`src/rtl/lock_pkg.sv`:
```
package lock_pkg;

  // Strobes from control to datapath
  typedef struct packed {
    logic clear;  // restart entry: index and mismatch flag to zero
    logic take;   // record current key bit comparison, advance index
    logic load;   // write new code
  } lock_strobe_t;

  typedef enum logic [1:0] {
    S_PRESS   = 2'd0,  // waiting for enter to go high
    S_RELEASE = 2'd1,  // waiting for enter to go low
    S_OPEN    = 2'd2,  // full match, unlock held
    S_FAULT   = 2'd3   // complete entry with mismatch, error held
  } lock_state_t;

endpackage

```
`src/rtl/lock_datapath.sv`:
```
module lock_datapath
  import lock_pkg::*;
#(
  parameter int CODE_LEN = 3,
  parameter logic [CODE_LEN-1:0] DEFAULT_CODE = '0
) (
  input  logic                clk,
  input  logic                rstN,
  input  lock_strobe_t        strb,
  input  logic                keyBit,
  input  logic [CODE_LEN-1:0] loadCode,
  output logic                bitBad,
  output logic                errSeen,
  output logic                firstBit,
  output logic                lastBit
);
  localparam int IDX_W = (CODE_LEN > 1) ? $clog2(CODE_LEN) : 1;
  localparam logic [IDX_W-1:0] LAST_IDX = IDX_W'(CODE_LEN - 1);

  logic [CODE_LEN-1:0] codeReg;
  logic [IDX_W-1:0]    bitIdx;

  always_ff @(posedge clk or negedge rstN) begin
    if (!rstN) begin
      codeReg <= DEFAULT_CODE;
    end else if (strb.load) begin
      codeReg <= loadCode;
    end
  end

  always_ff @(posedge clk or negedge rstN) begin
    if (!rstN) begin
      bitIdx  <= '0;
      errSeen <= 1'b0;
    end else if (strb.clear) begin
      bitIdx  <= '0;
      errSeen <= 1'b0;
    end else if (strb.take) begin
      bitIdx  <= bitIdx + 1'b1;
      errSeen <= errSeen | bitBad;
    end
  end

  assign bitBad   = keyBit ^ codeReg[bitIdx];
  assign firstBit = (bitIdx == '0);
  assign lastBit  = (bitIdx == LAST_IDX);

endmodule

```
`src/rtl/lock_ctrl.sv`:
```
module lock_ctrl
  import lock_pkg::*;
(
  input  logic         clk,
  input  logic         rstN,
  input  logic         userReset,
  input  logic         enterBtn,
  input  logic         loadStb,
  input  logic         bitBad,
  input  logic         errSeen,
  input  logic         firstBit,
  input  logic         lastBit,
  output lock_strobe_t strb,
  output logic         unlock,
  output logic         error
);
  lock_state_t state, nextState;

  always_ff @(posedge clk or negedge rstN) begin
    if (!rstN) state <= S_PRESS;
    else       state <= nextState;
  end

  always_comb begin
    nextState = state;
    strb      = '0;
    if (userReset) begin
      nextState  = S_PRESS;
      strb.clear = 1'b1;
    end else begin
      case (state)
        S_PRESS: begin
          strb.load = loadStb & firstBit;
          if (enterBtn) begin
            if (lastBit) begin
              nextState = (errSeen | bitBad) ? S_FAULT : S_OPEN;
            end else begin
              strb.take = 1'b1;
              nextState = S_RELEASE;
            end
          end
        end
        S_RELEASE: if (!enterBtn) nextState = S_PRESS;
        default:   nextState = state;
      endcase
    end
  end

  assign unlock = (state == S_OPEN);
  assign error  = (state == S_FAULT);

endmodule

```
`src/rtl/serial_lock.sv`:
```
module serial_lock
  import lock_pkg::*;
#(
  parameter int CODE_LEN = 3,
  parameter logic [CODE_LEN-1:0] DEFAULT_CODE = 3'b101
) (
  input  logic                clk,
  input  logic                rstN,
  input  logic                userReset,
  input  logic                enterBtn,
  input  logic                keyBit,
  input  logic                loadStb,
  input  logic [CODE_LEN-1:0] loadCode,
  output logic                unlock,
  output logic                error
);
  lock_strobe_t strb;
  logic bitBad, errSeen, firstBit, lastBit;

  lock_ctrl u_ctrl (
    .clk(clk), .rstN(rstN), .userReset(userReset), .enterBtn(enterBtn),
    .loadStb(loadStb), .bitBad(bitBad), .errSeen(errSeen),
    .firstBit(firstBit), .lastBit(lastBit), .strb(strb),
    .unlock(unlock), .error(error)
  );

  lock_datapath #(.CODE_LEN(CODE_LEN), .DEFAULT_CODE(DEFAULT_CODE)) u_dp (
    .clk(clk), .rstN(rstN), .strb(strb), .keyBit(keyBit),
    .loadCode(loadCode), .bitBad(bitBad), .errSeen(errSeen),
    .firstBit(firstBit), .lastBit(lastBit)
  );

endmodule

```
`config.mk`:
```
export PLATFORM = sky130hd
export DESIGN_NAME = serial_lock
export DESIGN_NICKNAME = d
export VERILOG_FILES = /design/src/rtl/lock_pkg.sv /design/src/rtl/lock_datapath.sv /design/src/rtl/lock_ctrl.sv /design/src/rtl/serial_lock.sv
export SDC_FILE = /design/constraint.sdc
export NUM_CORES = 1
export LEC_CHECK = 0
export BUFFER_PORTS_ARGS = -buffer_cell sky130_fd_sc_hd__buf_2
export CORE_AREA = 5 5 42 44
export DETAILED_ROUTE_END_ITERATION = 12
export DIE_AREA = 0 0 47 49
export PLACE_DENSITY = 0.54
export SLEW_MARGIN = 0
export SYNTH_ARGS = -nofsm -noshare
export SYNTH_HDL_FRONTEND = slang
export SYNTH_HIERARCHICAL = 1
export SYNTH_SLANG_ARGS = --single-unit
```
`constraint.sdc`:
```
create_clock -name clk -period 5.5 [get_ports clk]
set_clock_uncertainty 0.05 [all_clocks]
set_input_delay 1.1 -clock clk [delete_from_list [all_inputs] [get_ports clk]]
set_output_delay 1.1 -clock clk [all_outputs]
set_load 0.01 [all_outputs]
```
==> results.rst <==
.. list-table::
   :header-rows: 1

   * - Metric
     - Value
   * - Area added between synthesis and finish
     - 19.6%
   * - Type of the setup path with the least slack
     - input port to flop
   * - Clock sinks
     - 8
   * - Pin count of the biggest net entering global routing
     - 10
   * - Routed Wire Length
     - 889 um
   * - Core Util, Final
     - 38.7%
   * - Data arrival time of the worst path
     - 2.67 ns
   * - # fillers
     - 158
   * - Leakage power
     - 0.242 nW
   * - Cells after Synth
     - 43
   * - Net count, final
     - 68
   * - Iteration-0 DRC Markers
     - 4
   * - Core Footprint
     - 0.00140 mm2
   * - Transition time at the pin with the least slew margin
     - 0.732 ns
   * - Highest-count cells in the layout ignoring fill and taps
     - 10 x sky130_fd_sc_hd__buf_2, 6 x sky130_fd_sc_hd__dfrtp_1, 4 x sky130_fd_sc_hd__inv_1
   * - GRT Overall Usage
     - 8.77%
   * - RePlAce Congestion
     - 0.684
   * - Count of buffers added by post-CTS timing repair for setup
     - 0
   * - Residual antenna-violating net count after detailed routing
     - 0
   * - Start point of the worst min-delay path
     - u_dp/codeReg[1]
   * - Fmax
     - 397 MHz
   * - Critical Path RT
     - 5.65 ns
   * - Hold Path Class
     - flop to flop
   * - Reg2Reg Depth
     - 7
   * - Antenna violations before repair
     - 0
   * - Via count of the first global-routing pass
     - 319
   * - Ys Warns
     - 6
   * - Minimum clock period
     - 2.52 ns
   * - Synth Cell Area
     - 453 um2
   * - Crit Path Max Fanout
     - 9
   * - RSZ-0062 raised after global routing
     - false
   * - Antenna Cells
     - 0
   * - Latest clock arrival within the worst-skew pair
     - 0.26 ns
   * - Worst-path clk slew
     - 0.06 ns
   * - # Max-Cap Violations
     - 0
   * - Sequential fraction of the synthesis area
     - 44.8%
   * - Synthesized area per cell
     - 10.5 um2
   * - Standard-cell rows
     - 14
   * - Hold-critical path depth
     - 1
   * - Final clock period utilization by the worst path
     - 45.8%
   * - Die W
     - 47 um
   * - Total Negative Setup Slacks
     - 0 ns
   * - Post-route worst hold slack
     - 0.460 ns
   * - Total count of max-transition violations in the final report
     - 0
   * - Total area of multi-input combinational cells
     - 228 um2
   * - DR WL/cell
     - 12.3 um
   * - Starting density of the core
     - 32.3%
   * - Hold Violations, Final
     - 0
   * - Die Footprint
     - 0.00230 mm2
   * - Port Buffers
     - 10
   * - IO Count
     - 11
   * - Worst rel slew slack
     - 50.8%
   * - R2R Path End
     - u_dp/errSeen
   * - Root buffer cell
     - sky130_fd_sc_hd__clkbuf_4
   * - Outcome
     - complete, no violations
   * - Endpoint of the worst hold path
     - u_dp/codeReg[1]
   * - Clock buffer count from CTS
     - 3
   * - Total power density per cell area
     - 274 mW/mm2
   * - Critical path startpoint category
     - input port
   * - Average via count per standard cell
     - 4.83
   * - Final setup violation count
     - 0
   * - 1st-pass router iterations
     - 2
   * - CP endpoint kind
     - flop
   * - Yosys cell types
     - 24
   * - Footprint of the flip-flops and latches
     - 203 um2
   * - Detailed-placement wirelength estimate
     - 678 um
   * - DR DRC count
     - 0
   * - Register-to-Register Setup Slack
     - 3.17 ns
   * - Count of hold buffers inserted by post-cts repair
     - 0
   * - Leading cell type in the layout, fill and taps excluded
     - sky130_fd_sc_hd__buf_2
   * - Maximum number of buffers from clock root to sink
     - 2
   * - Vias after detailed routing
     - 348
   * - Global route overflow
     - 0
   * - Depth of the CTS H-tree
     - 1
   * - Net Count, Synth
     - 54
   * - Fraction of layout cells with a size suffix above 1
     - 35.7%
   * - Number of gates resized after CTS
     - 0
   * - Global-route wire length before repair
     - 1400 um
   * - Maximum VDD drop
     - 98.8 uV
   * - Flip-flop and latch count after synthesis
     - 8
   * - Beginning of the worst register-to-register path
     - u_dp/bitIdx[0]
   * - Clock tree from TritonCTS
     - done
   * - Chip height
     - 49 um
cell families (layout without fill, tap and decap cells):
logic type               count (synthesis)  after routing  synth area share, %
AO/OA/AOI/OAI                            4              4                 6.08
XOR/XNOR                                 2              2                 3.87
adder cells (fa/ha/maj)                  2              2                 5.52
buffers and inverters                    5             18                 4.97
flip-flops                               8              8                 44.8
multiplexers                             5              5                 11.9
AND/OR/NAND/NOR                         17             17                 22.9
cells in the mapped netlist:
cell	number	area, um2
sky130_fd_sc_hd__nor4_1	3	18.8
sky130_fd_sc_hd__o22ai_1	1	6.26
sky130_fd_sc_hd__and2_2	1	7.51
sky130_fd_sc_hd__buf_4	1	7.51
sky130_fd_sc_hd__nor2b_1	2	12.5
sky130_fd_sc_hd__nand2_1	1	3.75
sky130_fd_sc_hd__a21oi_1	1	5.00
sky130_fd_sc_hd__nor4b_1	1	8.76
sky130_fd_sc_hd__mux2_2	3	33.8
sky130_fd_sc_hd__dfstp_2	2	52.6
sky130_fd_sc_hd__o21ai_0	1	5.00
sky130_fd_sc_hd__o2111a_1	1	11.3
sky130_fd_sc_hd__nand2b_1	1	6.26
sky130_fd_sc_hd__xnor2_1	1	8.76
sky130_fd_sc_hd__or3_1	1	6.26
sky130_fd_sc_hd__nor2_1	3	11.3
sky130_fd_sc_hd__inv_1	4	15.0
sky130_fd_sc_hd__mux2i_1	2	20.0
sky130_fd_sc_hd__ha_1	2	25.0
sky130_fd_sc_hd__nor3_1	1	5.00
sky130_fd_sc_hd__xor2_1	1	8.76
sky130_fd_sc_hd__nand3b_1	2	15.0
sky130_fd_sc_hd__or3b_2	1	8.76
sky130_fd_sc_hd__dfrtp_1	6	150
layout make-up:
type | instances | area share, %
inverter | 4 | 2.77
clock buffer | 4 | 4.85
timing repair buffer | 10 | 9.24
multi-input combinational | 30 | 42.0
sequential | 8 | 37.4
tap | 16 | 3.70
registers in the layout, indices dropped and copies added, names as in the netlist:
name / flops
u_ctrl/state: 2
u_dp/errSeen: 1
u_dp/bitIdx: 2
u_dp/codeReg: 3
how the worst max path moves through the flow:
stage / from / endpoint / slack [ns] / depth (start not counted)
2_1_floorplan: userReset / u_dp/errSeen / 3.01 / 4
3_3_place_gp: userReset / u_dp/errSeen / 2.76 / 5
3_5_place_dp: userReset / u_dp/errSeen / 2.72 / 5
4_1_cts: userReset / u_dp/errSeen / 3.00 / 5
5_1_grt: userReset / u_dp/errSeen / 2.88 / 5
6_report: userReset / u_dp/errSeen / 2.98 / 5
metrics by stage:
step | power [mW] | setup WS (ns) | cell area [um2] | instances
6_report | 0.149 | 2.98 | 542 | 72
3_3_place_gp | 0.101 | 2.76 | 515 | 68
5_1_grt | 0.159 | 2.88 | 542 | 72
3_5_place_dp | 0.100 | 2.72 | 515 | 68
2_1_floorplan | 0.0919 | 3.01 | 453 | 43
4_1_cts | 0.152 | 3.00 | 542 | 72
routing by layer:
| metal | share of wire [%] | track usage, % | wire (um) |
|---|---|---|---|
| met5 | 0 | 0 | 0 |
| met4 | 1.8 | 4.15 | 16 |
| met3 | 8.7 | 4.43 | 77 |
| met2 | 44 | 11.8 | 391 |
| met1 | 45 | 11.4 | 403 |
worst max-delay path: stages:
cell and delay (ns):
sky130_fd_sc_hd__buf_2 0.15, sky130_fd_sc_hd__nor4_1 0.67, sky130_fd_sc_hd__or3b_2 0.52, sky130_fd_sc_hd__nor3_1 0.12, sky130_fd_sc_hd__or3_1 0.12
power by group:
part / switching [mW] / internal [mW]
clock network: 0.0214 / 0.0278
registers: 0.00539 / 0.0690
logic: 0.0120 / 0.0130
Note: power is estimated with default switching activity, not from simulation.
